## config.mk

```make
export PLATFORM = sky130hd
export DESIGN_NAME = cap_ring_ctrl
export DESIGN_NICKNAME = d
export VERILOG_FILES = /design/src/rtl/cap_pkg.sv /design/src/rtl/cap_window_calc.sv /design/src/rtl/cap_wr_track.sv /design/src/rtl/cap_ring_mem.sv /design/src/rtl/cap_ring_ctrl.sv
export SDC_FILE = /design/constraint.sdc
export NUM_CORES = 1
export LEC_CHECK = 0
export BUFFER_PORTS_ARGS = -buffer_cell sky130_fd_sc_hd__buf_2
export CAP_MARGIN = 25
export CORE_ASPECT_RATIO = 0.5
export CORE_MARGIN = 5
export CORE_UTILIZATION = 25
export CTS_CLUSTER_DIAMETER = 30
export DETAILED_ROUTE_END_ITERATION = 7
export SLEW_MARGIN = 20
export SYNTH_ARGS = -nofsm -noshare
export SYNTH_HDL_FRONTEND = slang
export SYNTH_SLANG_ARGS = --single-unit
```

## constraint.sdc

```tcl
create_clock -name clk -period 9.1 [get_ports clk]
set_input_delay 2.73 -clock clk [delete_from_list [all_inputs] [get_ports clk]]
set_output_delay 2.73 -clock clk [all_outputs]
set_load 0.02 [all_outputs]
```

## src/rtl/cap_pkg.sv

```systemverilog
`timescale 1ns/1ps
package cap_pkg;
    typedef enum logic [1:0] {
        POS_HIST = 2'd0,
        POS_MID  = 2'd1,
        POS_FWD  = 2'd2,
        POS_FREE = 2'd3
    } cap_pos_e;

    typedef enum logic [1:0] {
        ST_IDLE,
        ST_ARMED,
        ST_POST,
        ST_UPLOAD
    } cap_state_e;
endpackage

```

## src/rtl/cap_window_calc.sv

```systemverilog
`timescale 1ns/1ps
module cap_window_calc
    import cap_pkg::*;
#(
    parameter int AW = 7
) (
    input  cap_pos_e       pos,
    output logic [AW:0]    pre_n,
    output logic [AW:0]    post_n
);
    localparam int unsigned D = 1 << AW;
    localparam logic [AW:0] FULL     = (AW+1)'(D);
    localparam logic [AW:0] PRE_HIST = (AW+1)'((D * 92 + 50) / 100);
    localparam logic [AW:0] PRE_MID  = (AW+1)'(D / 2);
    localparam logic [AW:0] PRE_FWD  = (AW+1)'((D * 12 + 50) / 100);

    always_comb begin
        unique case (pos)
            POS_HIST: pre_n = PRE_HIST;
            POS_MID:  pre_n = PRE_MID;
            POS_FWD:  pre_n = PRE_FWD;
            POS_FREE: pre_n = '0;
        endcase
        post_n = FULL - pre_n;
    end
endmodule

```

## src/rtl/cap_wr_track.sv

```systemverilog
`timescale 1ns/1ps
module cap_wr_track #(
    parameter int AW = 7
) (
    input  logic          clk,
    input  logic          rst_n,
    input  logic          clr,
    input  logic          we,
    output logic [AW-1:0] wptr,
    output logic [AW:0]   fill
);
    localparam logic [AW:0] FULL = (AW+1)'(1 << AW);

    always_ff @(posedge clk) begin
        if (!rst_n) begin
            wptr <= '0;
            fill <= '0;
        end else if (clr) begin
            wptr <= '0;
            fill <= '0;
        end else if (we) begin
            wptr <= wptr + 1'b1;
            if (fill != FULL) fill <= fill + 1'b1;
        end
    end

    // the count of stored samples saturates at the ring depth
    p_fill_cap_r2: assert property (@(posedge clk) disable iff (!rst_n)
        fill <= FULL);
    // arming starts an empty window
    p_clr_empty_r2: assert property (@(posedge clk) disable iff (!rst_n)
        clr |=> fill == '0);
endmodule

```

## src/rtl/cap_ring_mem.sv

```systemverilog
`timescale 1ns/1ps
module cap_ring_mem #(
    parameter int W  = 6,
    parameter int AW = 7
) (
    input  logic          clk,
    input  logic          we,
    input  logic [AW-1:0] waddr,
    input  logic [W-1:0]  wdata,
    input  logic [AW-1:0] raddr,
    output logic [W-1:0]  rdata
);
    localparam int DEPTH = 1 << AW;
    logic [W-1:0] cells [DEPTH];

    always_ff @(posedge clk) begin
        if (we) cells[waddr] <= wdata;
    end

    assign rdata = cells[raddr];
endmodule

```

## src/rtl/cap_ring_ctrl.sv

```systemverilog
`timescale 1ns/1ps
module cap_ring_ctrl
    import cap_pkg::*;
#(
    parameter int CH_IN      = 6,
    parameter int DEPTH_LOG2 = 7
) (
    input  logic                                clk,
    input  logic                                rst_n,
    input  logic [CH_IN-1:0]                    samp_i,
    input  logic                                trig_i,
    input  logic                                run_i,
    input  logic                                auto_i,
    input  logic                                stop_i,
    input  logic [1:0]                          pos_i,
    input  logic                                rd_ready_i,
    output logic                                rd_valid_o,
    output logic [DEPTH_LOG2-1:0]               rd_addr_o,
    output logic [(1 << $clog2(CH_IN))-1:0]     rd_data_o,
    output logic                                busy_o,
    output logic                                idle_o,
    output logic                                short_o
);
    localparam int AW    = DEPTH_LOG2;
    localparam int CHANS = 1 << $clog2(CH_IN);

    cap_state_e       state_q, state_d;
    cap_pos_e         pos_q;
    logic             auto_q;
    logic             short_q;
    logic [AW:0]      post_left_q;
    logic [AW:0]      idx_q;

    logic [AW:0]      pre_n, post_n;
    logic [AW-1:0]    wptr;
    logic [AW:0]      fill;
    logic             mem_we, arm_go, trig_hit, upl_done, hs;
    logic [AW:0]      idx_inc;
    logic [AW-1:0]    base, raddr;
    logic [CH_IN-1:0] mem_rdata;

    localparam logic [AW:0] ONE = (AW+1)'(1);

    cap_window_calc #(.AW(AW)) u_win (
        .pos    (pos_q),
        .pre_n  (pre_n),
        .post_n (post_n)
    );

    cap_wr_track #(.AW(AW)) u_trk (
        .clk   (clk),
        .rst_n (rst_n),
        .clr   (arm_go),
        .we    (mem_we),
        .wptr  (wptr),
        .fill  (fill)
    );

    assign base  = wptr - fill[AW-1:0];
    assign raddr = base + idx_q[AW-1:0];

    cap_ring_mem #(.W(CH_IN), .AW(AW)) u_mem (
        .clk   (clk),
        .we    (mem_we),
        .waddr (wptr),
        .wdata (samp_i),
        .raddr (raddr),
        .rdata (mem_rdata)
    );

    generate
        if (CHANS > CH_IN) begin : g_pad
            assign rd_data_o = {{(CHANS-CH_IN){1'b0}}, mem_rdata};
        end else begin : g_nopad
            assign rd_data_o = mem_rdata;
        end
    endgenerate

    // handshake and end-of-upload detection
    assign hs       = rd_valid_o && rd_ready_i;
    assign idx_inc  = idx_q + {{AW{1'b0}}, hs};
    assign upl_done = (state_q == ST_UPLOAD) && (idx_inc == fill);
    assign trig_hit = (state_q == ST_ARMED) && trig_i && !stop_i && (pos_q != POS_FREE);

    // next-state logic
    always_comb begin
        state_d = state_q;
        arm_go  = 1'b0;
        unique case (state_q)
            ST_IDLE: begin
                if (run_i || auto_i) begin
                    state_d = ST_ARMED;
                    arm_go  = 1'b1;
                end
            end
            ST_ARMED: begin
                if (stop_i)        state_d = ST_UPLOAD;
                else if (trig_hit) state_d = (post_n == ONE) ? ST_UPLOAD : ST_POST;
            end
            ST_POST: begin
                if (stop_i || post_left_q == ONE) state_d = ST_UPLOAD;
            end
            ST_UPLOAD: begin
                if (upl_done) begin
                    if (auto_q && !stop_i) begin
                        state_d = ST_ARMED;
                        arm_go  = 1'b1;
                    end else begin
                        state_d = ST_IDLE;
                    end
                end
            end
        endcase
    end

    // state register
    always_ff @(posedge clk) begin
        if (!rst_n) state_q <= ST_IDLE;
        else        state_q <= state_d;
    end

    // outputs
    always_comb begin
        mem_we     = 1'b0;
        rd_valid_o = 1'b0;
        busy_o     = 1'b1;
        idle_o     = 1'b0;
        unique case (state_q)
            ST_IDLE: begin
                busy_o = 1'b0;
                idle_o = 1'b1;
            end
            ST_ARMED, ST_POST: mem_we = !stop_i;
            ST_UPLOAD:         rd_valid_o = (idx_q < fill);
        endcase
    end

    assign rd_addr_o = idx_q[AW-1:0];
    assign short_o   = short_q;

    // capture bookkeeping registers
    always_ff @(posedge clk) begin
        if (!rst_n) begin
            auto_q      <= 1'b0;
            pos_q       <= POS_HIST;
            short_q     <= 1'b0;
            post_left_q <= '0;
            idx_q       <= '0;
        end else begin
            if (stop_i)                                          auto_q <= 1'b0;
            else if (state_q == ST_IDLE && (run_i || auto_i))    auto_q <= auto_i;

            if (arm_go) pos_q <= cap_pos_e'(pos_i);

            if (arm_go)        short_q <= 1'b0;
            else if (trig_hit) short_q <= (fill < pre_n);

            if (trig_hit)                             post_left_q <= post_n - ONE;
            else if (state_q == ST_POST && mem_we)    post_left_q <= post_left_q - ONE;

            if (state_q != ST_UPLOAD) idx_q <= '0;
            else                      idx_q <= idx_inc;
        end
    end

    // an arm command makes the block busy without offering data
    p_arm_busy_r2: assert property (@(posedge clk) disable iff (!rst_n)
        (state_q == ST_IDLE && (run_i || auto_i)) |=> (busy_o && !rd_valid_o));
    // a stalled beat keeps address and data
    p_hold_r4: assert property (@(posedge clk) disable iff (!rst_n)
        (rd_valid_o && !rd_ready_i) |=> (rd_valid_o && $stable(rd_addr_o) && $stable(rd_data_o)));
    // each accepted beat advances the address by one
    p_step_r4: assert property (@(posedge clk) disable iff (!rst_n)
        (rd_valid_o && rd_ready_i) |=> (!rd_valid_o || rd_addr_o == $past(rd_addr_o) + 1'b1));
    // continuous mode stays armed until a stop
    p_free_run_r6: assert property (@(posedge clk) disable iff (!rst_n)
        (state_q == ST_ARMED && pos_q == POS_FREE && !stop_i) |=> state_q == ST_ARMED);
    // a stop during acquisition goes straight to upload
    p_stop_upload_r7: assert property (@(posedge clk) disable iff (!rst_n)
        ((state_q == ST_ARMED || state_q == ST_POST) && stop_i) |=> state_q == ST_UPLOAD);
    // nothing is written while a beat is offered
    p_no_write_upload_r8: assert property (@(posedge clk) disable iff (!rst_n)
        rd_valid_o |-> !mem_we);
    // a finished upload without auto-run leads to idle
    p_end_idle_r10: assert property (@(posedge clk) disable iff (!rst_n)
        (upl_done && (!auto_q || stop_i)) |=> idle_o);
endmodule

```

Word-level counts from Yosys, hierarchy flattened
Memories as Yosys holds them, arrays and structs flattened.
Cells that the tools add are included.
{"block": "totals", "regBits": 37, "ram_bits": 768, "input_bits": 15, "output_inout_bits": 19, "mem_count": 1}
{"block": "op_classes", "addsub": 8, "n_lt_le_gt_ge": 2, "eq_ne": 16, "muxes": 21, "n_bitwise": 1, "reduce_logical": 20}
{"name": "u_mem.cells", "depth": 128, "width": 6, "read_ports": 1, "rd_ports_with_merged_regs": 0, "write_ports": 1, "line": "cap_ring_mem.sv:14", "text": "logic [W-1:0] cells [DEPTH];"}
{"cell": "8-bit one-hot mux with 4 select lines", "count": 1}
{"cell": "8-bit by 1-bit equality test with 1-bit output, second input constant", "count": 2}
{"cell": "8-bit < comparator", "count": 2}
{"cell": "8-bit two-way mux", "count": 2}
{"cell": "8-bit by 1-bit subtractor with 8-bit output, second input constant", "count": 2}
{"cell": "1-bit two-way mux", "count": 11}
{"cell": "2-bit two-way mux", "count": 5}
{"cell": "2-bit inequality test, second input constant", "count": 5}
{"cell": "8-bit by 1-bit adder with 8-bit output", "count": 1}
{"cell": "8-bit by 1-bit adder with 8-bit output, second input constant", "count": 1}
{"cell": "2-bit equality test, second input constant", "count": 4}
{"cell": "8-bit equality test", "count": 1}
{"cell": "1-bit logical AND", "count": 8}
{"cell": "8-bit inequality test, second input constant", "count": 1}
{"cell": "2-bit one-hot mux with 4 select lines", "count": 1}
{"cell": "2-bit OR reduction", "count": 4}
{"cell": "8-bit subtractor, first input constant", "count": 1}
{"cell": "7-bit by 1-bit adder with 7-bit output, second input constant", "count": 1}
{"cell": "7-bit adder", "count": 1}
{"cell": "7-bit subtractor", "count": 1}
{"cell": "2-bit by 1-bit equality test with 1-bit output, second input constant", "count": 2}
{"cell": "2-bit logical NOT", "count": 2}
{"cell": "4-bit AND reduction", "count": 1}
{"cell": "3-bit inequality test, second input constant", "count": 1}
{"cell": "other kinds (6)", "count": 7}

Logic depth before layout (Yosys ltp)
Gate-level depths: netlist of the first run.
{"block": "logic_depth", "depth_word": 9, "mapped_depth": 19, "ltp_nobuf": 17}

By module
From an unflattened synthesis of the first run, not the netlist that was laid out.
{"block": "hier_totals", "cells_unflattened": 1653, "hier_area_um2": 33086.7}
{"mod": "cap_ring_mem", "n_inst": 1, "cells_each": 1265, "area_per_inst_um2": 29803.6, "seq_area_each_um2": 23062.1}
{"mod": "cap_ring_ctrl", "n_inst": 1, "cells_each": 289, "area_per_inst_um2": 2424.8, "seq_area_each_um2": 440.4}
{"mod": "cap_wr_track", "n_inst": 1, "cells_each": 80, "area_per_inst_um2": 709.4, "seq_area_each_um2": 300.3}
{"mod": "cap_window_calc", "n_inst": 1, "cells_each": 19, "area_per_inst_um2": 148.9, "seq_area_each_um2": 0.0}

Least setup slack after synthesis of the first run
No wires, ideal clock.
{"block": "synth_timing", "kind": "register -> output", "startpoint": "reg u_trk.wptr[0]", "endpoint": "out rd_data_o[0]", "t_arrival_ns": 3.715, "path_slack_ns": 2.655, "path_stages_with_launch": 14, "cell_sequence": "dfxtp_1 > clkbuf_1 > inv_1 > ha_1 > inv_1 > ha_1 > fa_1 > buf_2 > clkbuf_1 > buf_2 > mux4_2 > mux4_2 > mux2i_1 > a221oi_1"}
{"block": "synth_via", "elab_chain_len": 3}
{"item": "start, declared", "line": "cap_wr_track.sv:9", "text": "output logic [AW-1:0] wptr,"}
{"item": "start signal, assigned", "line": "cap_wr_track.sv:22", "text": "wptr <= wptr + 1'b1;"}
{"item": "7-bit subtractor", "line": "cap_ring_ctrl.sv:59", "text": "assign base = wptr - fill[AW-1:0];"}
{"item": "7-bit adder", "line": "cap_ring_ctrl.sv:60", "text": "assign raddr = base + idx_q[AW-1:0];"}
{"item": "memory read 128 x 6 bit"}
{"item": "end, declared", "line": "cap_ring_ctrl.sv:19", "text": "output logic [(1 << $clog2(CH_IN))-1:0] rd_data_o,"}
Every way passes these cells.

Worst setup path after layout of the first run
{"block": "layout_timing", "startpoint": "reg u_trk.wptr[0]", "endpoint": "out rd_data_o[3]"}
The elaborated chain is that of the path after synthesis.

==> impl_metrics.csv, run 1 <==
group,metric,value,unit
outcome,status,"completed",
finish,antenna_cells,0,
power_and_ir_drop,swShare,29.1,%
logic_synthesis,synth_area_leaders,"edfxtp_1 (71%), mux4_2 (17%), dfxtp_1 (2.3%)",
finish,regArea,23800,um2
global_routing,antenna_found_initial,0,
floorplan,initial_core_util,25.3,%
global_routing,grt_pass1_vias,16800,
global_routing,grt_max_degree,113,
logic_synthesis,yosysMostFrequentCell,"edfxtp_1",
finish,area_delta_synth_final,21.8,%
min_path,worst_hold_path_type,"register to register",
route,wl_per_cell,21.4,um
logic_synthesis,synthDistinctLibCells,58,
timing,grt_setup_unrepaired,"no",
route,firstDrtPassIters,7,
cts,clk_pin_slew,0.05,ns
route,num_vias,16300,
critical_path,crit_type,"register to output pin",
logic_synthesis,async_flop_share,0,%
critical_path,crit_path_end_kind,"output pin",
timing,final_max_slew_viol_count,0,
critical_path,crit_fanout,66,
finish,final_nets,1790,
cts,clockBufferDepth,3,
logic_synthesis,synth_common_cells,"edfxtp_1 (768), mux4_2 (240), nor2_1 (177), dfxtp_1 (37), inv_1 (37)",
global_routing,track_usage,10.9,%
floorplan,die-width,521,um
timing,post-route-period-util,92.2,%
global_routing,grt_pass1_wl,114000,um
floorplan,die_area,138000,um2
flow_run,max-cap-violations,0,
logic_synthesis,synth_top_area_cell,"edfxtp_1",
finish,multi_input_area,8280,um2
logic_synthesis,netlist_area,32600,um2
floorplan,die_h,265,um
power_and_ir_drop,seqPwrFrac,31.0,%
finish,final_util,30.8,%
placement,io_buffers,31,
timing,fin_tns_setup,0,ns
cts,holdBufCountCts,0,
power_and_ir_drop,peakVddDrop,259,uV
floorplan,pin_count,34,
route,drt_drc_violations_left,0,
timing,final_hold_viol_count,0,
cts,root_buffer,"clkbuf_16",
logic_synthesis,ys.flop_type,"edfxtp_1",
critical_path,critPathLaunchType,"register",
placement,gp_congestion,0.782,
logic_synthesis,synth_edf_count,768,
critical_path,cp.arrival,5.66,ns
finish,layout-drive-gt1-share,30.3,%
floorplan,core,129000,um2
timing,finalClockSkew,0.0402,ns
cts,htree_num_levels,4,
logic_synthesis,syn_avg_cell_area,20.1,um2
global_routing,overflow,0,
route,viasPerCell,4.57,
route,drt_wl_total,76400,um
logic_synthesis,seq_area_frac_synth,73.0,%
cts,post_cts_buffers,0,
timing,post-route-min-period,8.39,ns
power_and_ir_drop,power_frac_clock,40.2,%
placement,dp_hpwl,46100,um
logic_synthesis,synth_top_area_share,70.7,%
timing,worstMarginPinSlew,1.04,ns
finish,fillers,12400,
cts,cts_resized,0,
power_and_ir_drop,p_int,0.00943,W
timing,fmax,119,MHz
logic_synthesis,syn-instance-count,1624,
power_and_ir_drop,p_leak,12.2,nW
logic_synthesis,synth_warnings,0,
cts,insertion_delay,0.71,ns
cts,cts_sinks,805,
timing,slew_headroom,30.8,%
cts,numCtsBuffers,135,
power_and_ir_drop,p_sw,0.00387,W
route,drt.antenna.violating_nets,0,
floorplan,fp-row-count,93,
logic_synthesis,ys_ff_latch,805,
power_and_ir_drop,p_comb_share,28.8,%
route,drt_iter0_drc,1685,
critical_path,crit_required,6.37,ns
power_and_ir_drop,powerDensity,335,nW/um2
cts,tritoncts,"built",
timing,setup_violations,0,
## through the flow
stage / worst slack, ns / total power (W) / area [um2] / cells / hold WS (ns)
2_1_floorplan: 2.66 / 0.00691 / 32600 / 1625 / 0.471
3_3_place_gp: 1.42 / 0.00805 / 34900 / 3310 / 0.484
3_5_place_dp: 1.42 / 0.00807 / 34900 / 3311 / 0.507
4_1_cts: 0.669 / 0.0134 / 39700 / 3562 / 0.517
5_1_grt: 0.504 / 0.0138 / 39700 / 3562 / 0.554
6_report: 0.714 / 0.0133 / 39700 / 3562 / 0.523
## cells by family after synthesis
logic type	Yosys count	synth area share, %
compound gates	73	1.51
xor+xnor	38	1.09
fa+ha+maj	37	1.56
buf+inv	127	1.82
flops	805	73.0
mux	264	17.3
other cells	1	0.0115
simple gates	279	3.72
## sequential cells by signal (all words and copies together), names as in the netlist
signal / count
auto_q: 1
idx_q: 8
pos_q: 2
post_left_q: 8
short_o: 1
state_q: 2
u_mem.cells: 768
u_trk.fill: 8
u_trk.wptr: 7
## final cells by class
class	count	area share, %
tap	1710	5.38
clock buffer	148	8.84
inverter	40	0.378
clock inverter	103	3.39
multi-input combinational	693	20.8
timing repair buffer	63	1.25
sequential	805	59.9
## final timing paths
kind / end / slack, ns / cells past startpoint / start
worst max-delay path: rd_data_o[3] / 0.71 / 12 / u_trk.wptr[0]
worst min-delay path: post_left_q[1] / 0.52 / 2 / post_left_q[1]
worst max register to register: u_trk.fill[3] / 4.52 / 16 / u_trk.fill[1]
worst min register to register: post_left_q[1] / 0.52 / 2 / post_left_q[1]
## power by group through the flow
stage	sequential (W)	combinational, W	clock, W
2_1_floorplan	0.00419	0.00272	0
3_3_place_gp	0.00420	0.00385	0
3_5_place_dp	0.00420	0.00387	0
4_1_cts	0.00413	0.00389	0.00543
5_1_grt	0.00413	0.00405	0.00563
6_report	0.00413	0.00383	0.00535
## worst max-delay path, stage by stage (launching register included)
cell and delay [ns]:
dfxtp_1 0.54, inv_1 0.20, ha_1 0.31, inv_1 0.06, ha_4 0.16, fa_4 1.24, buf_12 0.44, mux4_2 0.39
mux4_2 0.50, mux2_2 0.28, o22ai_1 0.35, a221oi_1 0.15, buf_2 0.23
## cells in the final DEF, fill, tap and decap left out, types with 3 or more instances in the layout
cell / Yosys / final
nand3_1: 27 / 27
and3_1: 4 / 4
nor3_1: 9 / 9
a221oi_1: 8 / 8
clkinv_4: 0 / 8
buf_4: 20 / 30
mux4_2: 240 / 240
nor4_1: 5 / 5
nand2_1: 24 / 24
clkbuf_1: 34 / 8
mux2i_1: 12 / 12
buf_2: 28 / 25
buf_12: 0 / 6
nand4_1: 13 / 13
xnor2_1: 29 / 27
nand2b_1: 7 / 7
mux2_2: 12 / 12
ha_1: 31 / 30
inv_1: 37 / 37
clkinv_1: 2 / 11
or2_2: 3 / 3
clkinv_8: 0 / 5
o22ai_1: 6 / 6
clkinv_2: 0 / 22
fa_1: 6 / 5
inv_6: 0 / 18
bufinv_16: 0 / 23
xor2_1: 7 / 7
clkinvlp_4: 0 / 14
o21ai_0: 10 / 10
nor2_1: 177 / 177
a211oi_1: 3 / 3
edfxtp_1: 768 / 768
clkbuf_16: 0 / 138
a21o_1: 8 / 8
a21oi_1: 19 / 19
dfxtp_1: 37 / 37
## per-layer routing
| metal | global-route usage, % | up-vias | share of wire (%) |
|---|---|---|---|
| met1 | 15.1 | 8678 | 44 |
| met5 | 0 | - | 0 |
| li1 | - | 6914 | - |
| met3 | 1.84 | 121 | 5.8 |
| met4 | 3.58 | 0 | 2.2 |
| met2 | 17.6 | 571 | 48 |
(Power assumes the default switching activity.)
==> run 2: changes to the inputs <==
==> constraint.sdc (replaced) <==
create_clock -name clk -period 9.95 [get_ports clk]
set_input_delay 2.985 -clock clk [delete_from_list [all_inputs] [get_ports clk]]
set_output_delay 2.985 -clock clk [all_outputs]
set_load 0.02 [all_outputs]
==> run 2 against run 1 <==
Largest power group unchanged. Global-route usage is essentially flat. Utilization is essentially flat. Clock power shrank 10%. Worst hold slack lost 0.0049 ns. Clock-buffer cell count grew 8. Clock skew grew 0.023 ns. Largest cell class unchanged.
==> impl_metrics.csv, run 2 (synthesis gave the netlist of run 1 again) <==
group,metric,value,unit
route,drt_drc_violations_left,0,
finish,layout-drive-gt1-share,29.9,%
placement,io_buffers,31,
floorplan,initial_core_util,25.3,%
cts,insertion_delay,0.74,ns
cts,tritoncts,"built",
critical_path,crit_path_end_kind,"output pin",
critical_path,critPathLaunchType,"register",
critical_path,cp.arrival,5.76,ns
cts,clk_pin_slew,0.05,ns
global_routing,grt_max_degree,101,
global_routing,antenna_found_initial,0,
finish,antenna_cells,0,
power_and_ir_drop,peakVddDrop,233,uV
timing,finalClockSkew,0.0629,ns
cts,clockBufferDepth,3,
global_routing,track_usage,10.9,%
floorplan,die-width,521,um
finish,final_util,30.7,%
route,drt_wl_total,76500,um
route,num_vias,16200,
critical_path,crit_type,"register to output pin",
placement,dpl_cell_area,34800,um2
power_and_ir_drop,powerDensity,304,nW/um2
cts,post_cts_buffers,0,
flow_run,max-cap-violations,0,
global_routing,grt_pass1_vias,16700,
timing,fin_tns_setup,0,ns
route,wl_per_cell,21.4,um
timing,setup_violations,0,
timing,grt_setup_unrepaired,"no",
timing,final_max_slew_viol_count,0,
placement,dp_hpwl,46800,um
timing,final_hold_viol_count,0,
route,drt_iter0_drc,1406,
floorplan,die_area,138000,um2
cts,root_buffer,"clkbuf_16",
finish,area_delta_synth_final,21.7,%
power_and_ir_drop,p_leak,12.2,nW
floorplan,core,129000,um2
floorplan,pin_count,34,
timing,post-route-min-period,8.74,ns
finish,final_cell_mix,"edfxtp_1 (768), mux4_2 (240), nor2_1 (177), clkbuf_16 (140)",
global_routing,overflow,0,
finish,finalInstanceArea,39700,um2
cts,cts_resized,0,
timing,slew_headroom,32.7,%
floorplan,die_h,265,um
placement,gp_congestion,0.762,
route,drt.antenna.violating_nets,0,
finish,layout_commonest_cell,"edfxtp_1",
finish,largest_register_ffs,768,
outcome,status,"completed",
cts,numCtsBuffers,139,
floorplan,fp-row-count,93,
finish,fillers,12400,
global_routing,grt_pass1_wl,113000,um
critical_path,crit_required,6.97,ns
critical_path,crit_fanout,59,
route,viasPerCell,4.56,
timing,fmax,114,MHz
cts,htree_num_levels,4,
timing,post-route-period-util,87.9,%
route,firstDrtPassIters,5,
timing,worstMarginPinSlew,1.01,ns
finish,regMostFlops,"u_mem.cells",
finish,final_nets,1793,
cts,cts_sinks,805,
cts,holdBufCountCts,0,
min_path,worst_hold_path_type,"register to register",
==> run 2: worst max-delay path, cell delays in order, from the launching register on <==
cell      delay (ns)
dfxtp_1         0.53
inv_1           0.21
ha_1            0.33
inv_1           0.06
ha_4            0.16
fa_4            1.37
buf_12          0.40
mux4_2          0.39
mux4_2          0.51
mux2i_1         0.44
a221oi_1        0.30
buf_2           0.25
==> run 2: area by class of cell <==
| type | count | area (um2) | area share (%) |
|---|---|---|---|
| flip-flops and latches | 805 | 23800 | 60.0 |
| multi-input cells | 693 | 8280 | 20.9 |
| repair buffers | 62 | 465 | 1.17 |
| inverters | 40 | 150 | 0.378 |
| clock inverters | 99 | 1250 | 3.14 |
| well taps | 1710 | 2140 | 5.39 |
| clock buffers | 156 | 3600 | 9.08 |
==> run 2: power breakdown <==
| group | total, W | switching, W | internal (W) |
|---|---|---|---|
| combinational | 0.00346 | 0.00179 | 0.00167 |
| clock | 0.00481 | 0.00176 | 0.00306 |
| sequential | 0.00378 | 0.0000327 | 0.00374 |
==> run 2: metrics by stage <==
step / setup slack (ns) / hold WS [ns] / instances / total power (W)
2_1_floorplan: 3.25 / 0.471 / 1625 / 0.00632
3_3_place_gp: 1.88 / 0.487 / 3309 / 0.00735
3_5_place_dp: 1.88 / 0.503 / 3309 / 0.00736
4_1_cts: 1.10 / 0.511 / 3564 / 0.0122
5_1_grt: 1.00 / 0.526 / 3565 / 0.0125
6_report: 1.21 / 0.518 / 3565 / 0.0120
==> run 2: final timing paths <==
check	from	end	slack, ns	depth (start not counted)
worst max-delay path	u_trk.wptr[0]	rd_data_o[1]	1.21	11
worst min-delay path	post_left_q[1]	post_left_q[1]	0.52	2
worst max register to register	u_trk.fill[1]	u_trk.fill[1]	5.60	17
worst min register to register	post_left_q[1]	post_left_q[1]	0.52	2
==> run 2: layer usage <==
| layer | wire length [um] | global-route usage (%) |
|---|---|---|
| met2 | 36600 | 17.4 |
| met5 | 0 | 0 |
| met1 | 33300 | 14.8 |
| met4 | 1680 | 3.67 |
| met3 | 4860 | 2.60 |
